===== config.mk =====
export PLATFORM = sky130hd
export DESIGN_NAME = eqctl_top
export DESIGN_NICKNAME = d
export VERILOG_FILES = /design/src/rtl/eqctl_pkg.sv /design/src/rtl/eqctl_sync.sv /design/src/rtl/eqctl_shift.sv /design/src/rtl/eqctl_bank.sv /design/src/rtl/eqctl_top.sv
export SDC_FILE = /design/constraint.sdc
export NUM_CORES = 1
export LEC_CHECK = 0
export BUFFER_PORTS_ARGS = -buffer_cell sky130_fd_sc_hd__buf_2
export CAP_MARGIN = 20
export CELL_PAD_IN_SITES_DETAIL_PLACEMENT = 1
export CELL_PAD_IN_SITES_GLOBAL_PLACEMENT = 1
export CORE_ASPECT_RATIO = 0.9
export CORE_MARGIN = 2
export CORE_UTILIZATION = 40
export DETAILED_ROUTE_END_ITERATION = 7
export PLACE_DENSITY_LB_ADDON = 0.1
export SLEW_MARGIN = 20
export SYNTH_ARGS = -nofsm -noshare
export SYNTH_HDL_FRONTEND = slang
export SYNTH_HIERARCHICAL = 1
export SYNTH_SLANG_ARGS = --single-unit

===== constraint.sdc =====
create_clock -name clk -period 1.5 [get_ports clk]
set_input_delay 0.225 -clock clk [delete_from_list [all_inputs] [get_ports clk]]
set_output_delay 0.225 -clock clk [all_outputs]
set_load 0.01 [all_outputs]

===== src/rtl/eqctl_pkg.sv =====
package eqctl_pkg;
    parameter int WORD_W       = 8;
    parameter int SW_W         = 6;
    parameter int BANDS_PER_CH = 7;
    parameter int NUM_CH       = 2;
    localparam int NUM_BANDS   = BANDS_PER_CH * NUM_CH;
    localparam int CODE_W      = $clog2(NUM_BANDS + 2);
    localparam int EN_W        = NUM_BANDS * SW_W;
    localparam int CNT_W       = $clog2(WORD_W + 1);

    // bit positions inside a command word
    localparam int KIND_BIT    = WORD_W - 1;
    localparam int DIR_BIT     = WORD_W - 2;
    localparam int RANGE_A_BIT = 5;
    localparam int RANGE_B_BIT = 4;

    typedef struct packed {
        logic            boost;
        logic [SW_W-1:0] pat;
    } band_cfg_t;
endpackage


===== src/rtl/eqctl_sync.sv =====
module eqctl_sync #(
    parameter int W      = 3,
    parameter int STAGES = 2
) (
    input  logic         clk,
    input  logic         rst,
    input  logic [W-1:0] din,
    output logic [W-1:0] lvl
);
    typedef struct packed {
        logic [STAGES-1:0][W-1:0] pipe;
    } sync_st_t;

    sync_st_t st_d, st_q;

    always_comb begin
        st_d = st_q;
        st_d.pipe[0] = din;
        for (int i = 1; i < STAGES; i++) begin
            st_d.pipe[i] = st_q.pipe[i-1];
        end
    end

    always_ff @(posedge clk) begin
        if (rst) st_q <= '0;
        else     st_q <= st_d;
    end

    assign lvl = st_q.pipe[STAGES-1];
endmodule


===== src/rtl/eqctl_shift.sv =====
module eqctl_shift
    import eqctl_pkg::*;
(
    input  logic              clk,
    input  logic              rst,
    input  logic              sclk,
    input  logic              sdat,
    input  logic              sstb,
    output logic              word_valid,
    output logic [WORD_W-1:0] word
);
    typedef struct packed {
        logic              sclk_last;
        logic              stb_last;
        logic [WORD_W-1:0] sr;
        logic [CNT_W-1:0]  cnt;
        logic              valid;
        logic [WORD_W-1:0] word;
    } shift_st_t;

    shift_st_t st_d, st_q;
    logic      sclk_rise, stb_rise;

    assign sclk_rise = sclk & ~st_q.sclk_last;
    assign stb_rise  = sstb & ~st_q.stb_last;

    always_comb begin
        st_d           = st_q;
        st_d.sclk_last = sclk;
        st_d.stb_last  = sstb;
        st_d.valid     = 1'b0;
        if (stb_rise) begin
            if (st_q.cnt == CNT_W'(WORD_W)) begin
                st_d.valid = 1'b1;
                st_d.word  = st_q.sr;
            end
            st_d.sr  = '0;
            st_d.cnt = '0;
        end else if (sclk_rise && !sstb) begin
            st_d.sr = {sdat, st_q.sr[WORD_W-1:1]};
            if (st_q.cnt != CNT_W'(WORD_W)) st_d.cnt = st_q.cnt + 1'b1;
        end
    end

    always_ff @(posedge clk) begin
        if (rst) st_q <= '0;
        else     st_q <= st_d;
    end

    assign word_valid = st_q.valid;
    assign word       = st_q.word;

    p_cnt_bound_r1: assert property (@(posedge clk) disable iff (rst)
        st_q.cnt <= CNT_W'(WORD_W));

    p_short_drop_r2: assert property (@(posedge clk) disable iff (rst)
        (stb_rise && st_q.cnt != CNT_W'(WORD_W)) |=> !st_q.valid);

    p_cleared_r10: assert property (@(posedge clk) disable iff (rst)
        st_q.valid |-> (st_q.cnt == '0 && st_q.sr == '0));

    p_strobe_hold_r10: assert property (@(posedge clk) disable iff (rst)
        (sstb && !stb_rise && sclk_rise) |=> ($stable(st_q.sr) && $stable(st_q.cnt)));
endmodule


===== src/rtl/eqctl_bank.sv =====
module eqctl_bank
    import eqctl_pkg::*;
(
    input  logic              clk,
    input  logic              rst,
    input  logic              word_valid,
    input  logic [WORD_W-1:0] word,
    output logic [EN_W-1:0]   boost_en,
    output logic [EN_W-1:0]   cut_en,
    output logic              range_a,
    output logic              range_b
);
    typedef struct packed {
        band_cfg_t [NUM_BANDS-1:0] cfg;
        logic [CODE_W-1:0]         sel;
        logic                      rng_a;
        logic                      rng_b;
    } bank_st_t;

    bank_st_t st_d, st_q;
    logic     sel_hit;

    assign sel_hit = (st_q.sel != '0) && (st_q.sel <= CODE_W'(NUM_BANDS));

    always_comb begin
        st_d = st_q;
        if (word_valid) begin
            if (word[KIND_BIT]) begin
                st_d.sel   = word[CODE_W-1:0];
                st_d.rng_a = word[RANGE_A_BIT];
                st_d.rng_b = word[RANGE_B_BIT];
            end else if (sel_hit) begin
                for (int b = 0; b < NUM_BANDS; b++) begin
                    if (st_q.sel == CODE_W'(b + 1)) begin
                        st_d.cfg[b].boost = word[DIR_BIT];
                        st_d.cfg[b].pat   = word[SW_W-1:0];
                    end
                end
            end
        end
    end

    always_ff @(posedge clk) begin
        if (rst) st_q <= '0;
        else     st_q <= st_d;
    end

    for (genvar g = 0; g < NUM_BANDS; g++) begin : g_band
        assign boost_en[g*SW_W +: SW_W] = st_q.cfg[g].boost ? st_q.cfg[g].pat : '0;
        assign cut_en[g*SW_W +: SW_W]   = st_q.cfg[g].boost ? '0 : st_q.cfg[g].pat;
    end

    assign range_a = st_q.rng_a;
    assign range_b = st_q.rng_b;

    p_range_load_r3: assert property (@(posedge clk) disable iff (rst)
        (word_valid && word[KIND_BIT]) |=>
            (range_a == $past(word[RANGE_A_BIT]) && range_b == $past(word[RANGE_B_BIT])));

    p_never_both_r6: assert property (@(posedge clk) disable iff (rst)
        (boost_en & cut_en) == '0);

    p_sticky_sel_r7: assert property (@(posedge clk) disable iff (rst)
        (word_valid && !word[KIND_BIT]) |=> $stable(st_q.sel));

    p_idle_gain_r8: assert property (@(posedge clk) disable iff (rst)
        (word_valid && !word[KIND_BIT] && !sel_hit) |=> $stable(st_q.cfg));

    p_reset_state_r9: assert property (@(posedge clk)
        rst |=> (boost_en == '0 && cut_en == '0 && !range_a && !range_b && st_q.sel == '0));
endmodule


===== src/rtl/eqctl_top.sv =====
module eqctl_top
    import eqctl_pkg::*;
#(
    parameter int SYNC_STAGES = 2
) (
    input  logic            clk,
    input  logic            rst,
    input  logic            ser_clk,
    input  logic            ser_data,
    input  logic            ser_strobe,
    output logic [EN_W-1:0] boost_en,
    output logic [EN_W-1:0] cut_en,
    output logic            range_a,
    output logic            range_b
);
    localparam int LINES = 3;

    logic [LINES-1:0]  lines_s;
    logic              word_valid;
    logic [WORD_W-1:0] word;

    eqctl_sync #(.W(LINES), .STAGES(SYNC_STAGES)) u_sync (
        .clk (clk),
        .rst (rst),
        .din ({ser_strobe, ser_data, ser_clk}),
        .lvl (lines_s)
    );

    eqctl_shift u_shift (
        .clk        (clk),
        .rst        (rst),
        .sclk       (lines_s[0]),
        .sdat       (lines_s[1]),
        .sstb       (lines_s[2]),
        .word_valid (word_valid),
        .word       (word)
    );

    eqctl_bank u_bank (
        .clk        (clk),
        .rst        (rst),
        .word_valid (word_valid),
        .word       (word),
        .boost_en   (boost_en),
        .cut_en     (cut_en),
        .range_a    (range_a),
        .range_b    (range_b)
    );
endmodule


# Yosys cells after proc, flatten, opt, wreduce, memory -nomap -nowiden
# Index checks and enable logic that the tools add are counted.
# totals
register_bits,133
output_inout_bits,170
# op_classes
n_eq_ne,16
bitwise_logic,6
reduce_logical,23
add_sub_neg,1
magnitude_cmp,1
muxes,29
# op_table
operator,count
2-to-1 mux 6 bit,28
AND reduction 4 bit,14
equality test 4 bit (second input constant),8
equality test 4 x 3 -> 1 bit (second input constant),4
2-to-1 mux 9 bit,1
equality test 4 x 2 -> 1 bit (second input constant),2
AND reduction 2 bit,3
adder 4 x 1 -> 4 bit (second input constant),1
equality test 4 x 1 -> 1 bit (second input constant),1
less-or-equal comparator 4 bit (second input constant),1
!= test 4 bit (second input constant),1
NOT 1 bit,4
nonzero test 4 bit,1
OR reduction 2 bit,2
bitwise AND 1 bit,2
logical AND 1 bit,2
zero test 1 bit,1

# Logic depth before layout (Yosys ltp)
# logic_depth
depth_word,4
ltp_mapped,6

# Modules after synthesis
# The synthesis kept the hierarchy.
# modules_own_cells
mod,area_per_inst_um2,cells_each,n_inst
eqctl_bank,5265.0,559,1
eqctl_shift,1023.5,103,1
eqctl_sync,157.7,12,1

# Worst setup path before layout
# OpenSTA, ideal clock, no wires.
# synth_path
kind,register -> register
start,reg u_shift.st_q (netlist bit u_shift/word[7])
end,reg u_bank/st_q[31] (netlist name)
path_buffers,2
stages_incl_launch_ff,6
path_slack_ps,132
required_ps,1368
arrival_time_ps,1236
synth_period_minus_slack_ps,1368
cell_sequence,dfxtp_1 -> buf_4 -> buf_6 -> nor4b_4 -> nand2_2 -> mux2i_1
# synth_via
elab_chain_cells,2
# synth_rtl
item,line,rtl
from (decl),eqctl_shift.sv:21,"shift_st_t st_d, st_q;"
from (signal assigned),eqctl_shift.sv:47,else st_q <= st_d;
NOT 1 bit (no source line),n/a,
AND reduction 4 bit (no source line),n/a,
to (signal assigned),eqctl_bank.sv:45,else st_q <= st_d;
to (decl),eqctl_bank.sv:20,"bank_st_t st_d, st_q;"
# Every way passes these cells.
# A chain may end at the register's enable or synchronous reset.

# Worst setup path in the final report
# layout_path
start,reg u_shift/st_q[9] (netlist name)
end,reg u_shift.st_q (netlist bit u_shift/word_valid)
# layout_via
elab_chain_cells,2
# layout_rtl
item,line,rtl
equality test 4 bit,eqctl_shift.sv:33,if (st_q.cnt == CNT_W'(WORD_W)) begin
2-to-1 mux 9 bit,eqctl_shift.sv:33,
# Every way passes these cells.

==> impl_results.html <==
<table>
<tr><th>Metric</th><th>Value</th></tr>
<tr><th colspan="2">Outcome</th></tr>
<tr><td>Status</td><td>completed</td></tr>
<tr><th colspan="2">Synth</th></tr>
<tr><td>Instance count of the mapped netlist</td><td>674</td></tr>
<tr><td>Post-synthesis instance area</td><td>6446 sq um</td></tr>
<tr><td>Avg Inst Size Synth</td><td>9.564 sq um</td></tr>
<tr><td>Library cell with the largest summed area after synthesis</td><td>dfxtp_1</td></tr>
<tr><td>Synthesized net count</td><td>slightly below 700</td></tr>
<tr><td>Netlist cell types</td><td>31</td></tr>
<tr><td>Post-synthesis register bit count</td><td>about 130</td></tr>
<tr><td>Synthesis Warnings</td><td>6</td></tr>
<tr><td>Area share of the largest cell type after synthesis</td><td>0.4130</td></tr>
<tr><td>Top cells by area in the synthesized netlist</td><td>dfxtp_1 41%, mux2i_1 18%, nand2b_1 10%, nor2b_1 9.1%, and2_1 8.3%</td></tr>
<tr><td>Sequential share of the synthesized area</td><td>0.4130</td></tr>
<tr><th colspan="2">Floorplan</th></tr>
<tr><td>Number of cell rows</td><td>44</td></tr>
<tr><td>Die extent in x</td><td>137.8 microns</td></tr>
<tr><td>Effective utilization at floorplan</td><td>0.4038</td></tr>
<tr><td>Die Y-Extent</td><td>roughly 120 microns</td></tr>
<tr><td>Core region area</td><td>approximately 16000 sq um</td></tr>
<tr><td>Overall die area</td><td>17150 sq um</td></tr>
<tr><td>Top-Level Pins</td><td>175</td></tr>
<tr><th colspan="2">Route</th></tr>
<tr><td>Vias per cell</td><td>4.762</td></tr>
<tr><td>Wirelength, routed</td><td>about 17 mm</td></tr>
<tr><td>1st-iter DRT viols</td><td>196</td></tr>
<tr><td>Final ANT Viol Nets</td><td>0</td></tr>
<tr><td>Routed wire per std cell</td><td>15.97 microns</td></tr>
<tr><td>Number of DRC violations after detailed routing</td><td>0</td></tr>
<tr><td>Overall via count from detail_route</td><td>roughly 5000</td></tr>
<tr><td>First-pass iteration count of the detailed router</td><td>4</td></tr>
<tr><th colspan="2">STA</th></tr>
<tr><td>Sum Neg Setup Slack</td><td>0 ps</td></tr>
<tr><td>Highest clock frequency the design can meet</td><td>0.6913 GHz</td></tr>
<tr><td>Finish-stage setup viols</td><td>0</td></tr>
<tr><td>Max-slew violation count</td><td>0</td></tr>
<tr><td>Transition time at the pin with the least slew margin</td><td>436.9 ps</td></tr>
<tr><td>RSZ-0062 raised after global routing</td><td>yes</td></tr>
<tr><td>Part of the cycle the worst path needs</td><td>0.9644</td></tr>
<tr><td>Post-layout minimum cycle time</td><td>1447 ps</td></tr>
<tr><td>Worst setup slack after layout</td><td>roughly 53 ps</td></tr>
<tr><td>Worst relative slew slack</td><td>0.7075</td></tr>
<tr><td>Worst hold slack</td><td>34.71 ps</td></tr>
<tr><td>Hold violation count in the final report</td><td>0</td></tr>
<tr><td>Final Skew</td><td>4.806 ps</td></tr>
<tr><th colspan="2">Global route</th></tr>
<tr><td>Overall overflow remaining after global route</td><td>0</td></tr>
<tr><td>Initial antenna violation count</td><td>0</td></tr>
<tr><td>Global Route Usage Sum</td><td>0.1996</td></tr>
<tr><td>First-pass GRT wire length</td><td>26.68 mm</td></tr>
<tr><td>Maximum number of pins on one net before global-route repair</td><td>72</td></tr>
<tr><td>Via count of the first global-routing pass</td><td>5141</td></tr>
<tr><th colspan="2">Cells and area</th></tr>
<tr><td>Ratio of cells with drive above 1 in the final layout</td><td>0.3126</td></tr>
<tr><td>Area growth from synthesis to final layout</td><td>26.36%</td></tr>
<tr><td>Antenna diode count</td><td>0</td></tr>
<tr><td>Post-Layout Inst Area</td><td>8145 sq um</td></tr>
<tr><td>Nets</td><td>846</td></tr>
<tr><th colspan="2">Critical path</th></tr>
<tr><td>Data required time of the worst path</td><td>around 1800 ps</td></tr>
<tr><td>Setup Crit Path Kind</td><td>reg -&gt; reg</td></tr>
<tr><td>Critical-path maximum fanout</td><td>9</td></tr>
<tr><td>Register-to-Register Setup Slack</td><td>50 ps</td></tr>
<tr><td>CP Data Arrival Time</td><td>1750 ps</td></tr>
<tr><td>Worst setup SP type</td><td>flop</td></tr>
<tr><td>Worst r2r path cells</td><td>6</td></tr>
<tr><td>Endpoint class of the critical path</td><td>flop</td></tr>
<tr><th colspan="2">Clock tree</th></tr>
<tr><td>Maximum clock path buffer count</td><td>2</td></tr>
<tr><td>Clock latency on the worst-skew pair</td><td>between 400 and 500 ps</td></tr>
<tr><td>Number of H-tree levels</td><td>4</td></tr>
<tr><td>Clock root buffer master</td><td>clkbuf_16</td></tr>
<tr><td>TritonCTS Buffers</td><td>17</td></tr>
<tr><td>Count of clock tree sinks</td><td>between 100 and 150</td></tr>
<tr><td>TritonCTS clock tree</td><td>built</td></tr>
<tr><td>Clock input transition at the sequential cells of the worst setup and hold paths</td><td>60 ps</td></tr>
<tr><th colspan="2">Power</th></tr>
<tr><td>Clock group share of total power</td><td>0.523</td></tr>
<tr><td>Total leakage power</td><td>4.313 nW</td></tr>
<tr><td>Total power consumption of the routed design</td><td>about 7.7 mW</td></tr>
<tr><td>Power Dens Cells</td><td>951.4 nW/um^2</td></tr>
<tr><td>Relative contribution of sequential cells to total power</td><td>0.458</td></tr>
<tr><td>Fraction of power consumed by combinational cells</td><td>0.018</td></tr>
<tr><td>Switching Fraction</td><td>0.1944</td></tr>
<tr><td>IR Drop Worst-Case VDD</td><td>764.0 uV</td></tr>
<tr><td>Internal</td><td>6.243 mW</td></tr>
<tr><td>Net load switching power</td><td>1.507 mW</td></tr>
<tr><th colspan="2">Flow run</th></tr>
<tr><td>Max_cap viols</td><td>0</td></tr>
<tr><th colspan="2">Worst hold path</th></tr>
<tr><td>Worst Hold Path Cells</td><td>2</td></tr>
<tr><td>Min-Delay Path Class</td><td>in -&gt; reg</td></tr>
<tr><th colspan="2">Placement</th></tr>
<tr><td>Worst slack at placement</td><td>47.25 ps</td></tr>
<tr><td>Post-placement cell area</td><td>7522 sq um</td></tr>
<tr><td>Total half-perimeter wirelength after legalization and detailed placement</td><td>roughly 12 mm</td></tr>
<tr><td>Number of buffer cells added on primary ports</td><td>174</td></tr>
<tr><td>RePlAce Congestion</td><td>0.7478</td></tr>
</table>
cell type report:
class | count | area, sq um
fillers | 1852 | 7820
repair buffers | 200 | 1116
inverters | 3 | 11.26
clock inverters | 2 | 35.03
multi-input cells | 484 | 3493
clock buffers | 29 | 550.5
well taps | 207 | 259.0
flip-flops and latches | 133 | 2680
sequential cells by signal (all words and copies together), names as in the netlist:
| signal | count |
|---|---|
| u_bank/range_a | 1 |
| u_bank/range_b | 1 |
| u_bank/st_q | 102 |
| u_shift/st_q | 14 |
| u_shift/word | 8 |
| u_shift/word_valid | 1 |
| u_sync/lvl | 3 |
| u_sync/st_d | 3 |
timing repair:
action	CTS	global route
resized for setup	10	4
pin swaps	0	0
hold buffers	0	0
setup endpoints to repair	49	37
buffers inserted	0	1
placed cells by master, fill, tap and decap left out, types with 3 or more instances in the layout:
| cell | n |
|---|---|
| buf_2 | 174 |
| dfxtp_1 | 119 |
| mux2i_1 | 117 |
| nand2b_1 | 106 |
| nor2b_1 | 94 |
| and2_1 | 86 |
| nand2_1 | 24 |
| buf_4 | 22 |
| clkbuf_16 | 17 |
| dfxtp_2 | 14 |
| nand3_1 | 11 |
| nand2_2 | 10 |
| nor2_1 | 9 |
| clkbuf_8 | 8 |
| a21oi_1 | 7 |
| clkbuf_1 | 4 |
| buf_12 | 4 |
| nand3_4 | 3 |
| inv_1 | 3 |
layer usage:
metal | track usage | share of wire | routed length (microns)
met1 | 0.2520 | 0.46 | 7767
met2 | 0.3307 | 0.47 | 8001
met3 | 0.05128 | 0.051 | 860
met4 | 0.06483 | 0.016 | 264
met5 | 0 | 0 | 0
final timing paths:
kind,startpoint,to
setup reg to reg,u_shift/st_q[9]$_SDFFE_PP0P_,u_shift/word_valid$_SDFF_PP0_
hold reg to reg,u_sync/st_d[5]$_SDFF_PP0_,u_sync/lvl[2]$_SDFF_PP0_
setup / recovery,u_shift/st_q[9]$_SDFFE_PP0P_,u_shift/word_valid$_SDFF_PP0_
hold / removal,ser_clk,u_sync/st_d[3]$_SDFF_PP0_
synthesized netlist by cell type, drive strengths merged:
cell and number:
nand4bb 1, nor2 9, inv 3, nand4 1, nor4b 1, and4bb 2
nand3 14, a21oi 7, dfxtp 133, nand3b 1, nor2b 96, and4b 1
buf 21, a21bo 1, mux2i 117, clkbuf 33, nor3b 1, ha 2
nand2b 106, and3b 1, nand2 35, and2 88
through the flow:
step	std cells	utilization
6_report	1058	0.5102
3_5_place_dp	1026	0.4712
2_1_floorplan	674	-
3_3_place_gp	1026	0.4712
5_1_grt	1058	0.5102
4_1_cts	1057	0.5086
worst max-delay path: stages, from the launching register on:
cell,delay [ps]
dfxtp_1,390
inv_1,100
ha_1,200
and3b_1,200
nor2b_4,140
buf_12,150
and2_1,150
cell families after synthesis:
| family | count (synthesis) | synth area share |
|---|---|---|
| AO/OA/AOI/OAI | 8 | 0.006987 |
| adder cells (fa/ha/maj) | 2 | 0.003881 |
| flip-flops | 133 | 0.4130 |
| AND/OR/NAND/NOR | 357 | 0.3494 |
| buffers and inverters | 57 | 0.04503 |
| multiplexers | 117 | 0.1817 |
power by group through the flow:
stage	sequential [mW]	combinational, mW	clock [mW]
floorplan	3.63	0.106	0
global placement	3.63	0.138	0
detailed placement	3.63	0.144	0
CTS	3.55	0.145	4.14
global route	3.55	0.154	4.32
finish	3.55	0.143	4.06
Power figures use the tool's default switching activity.
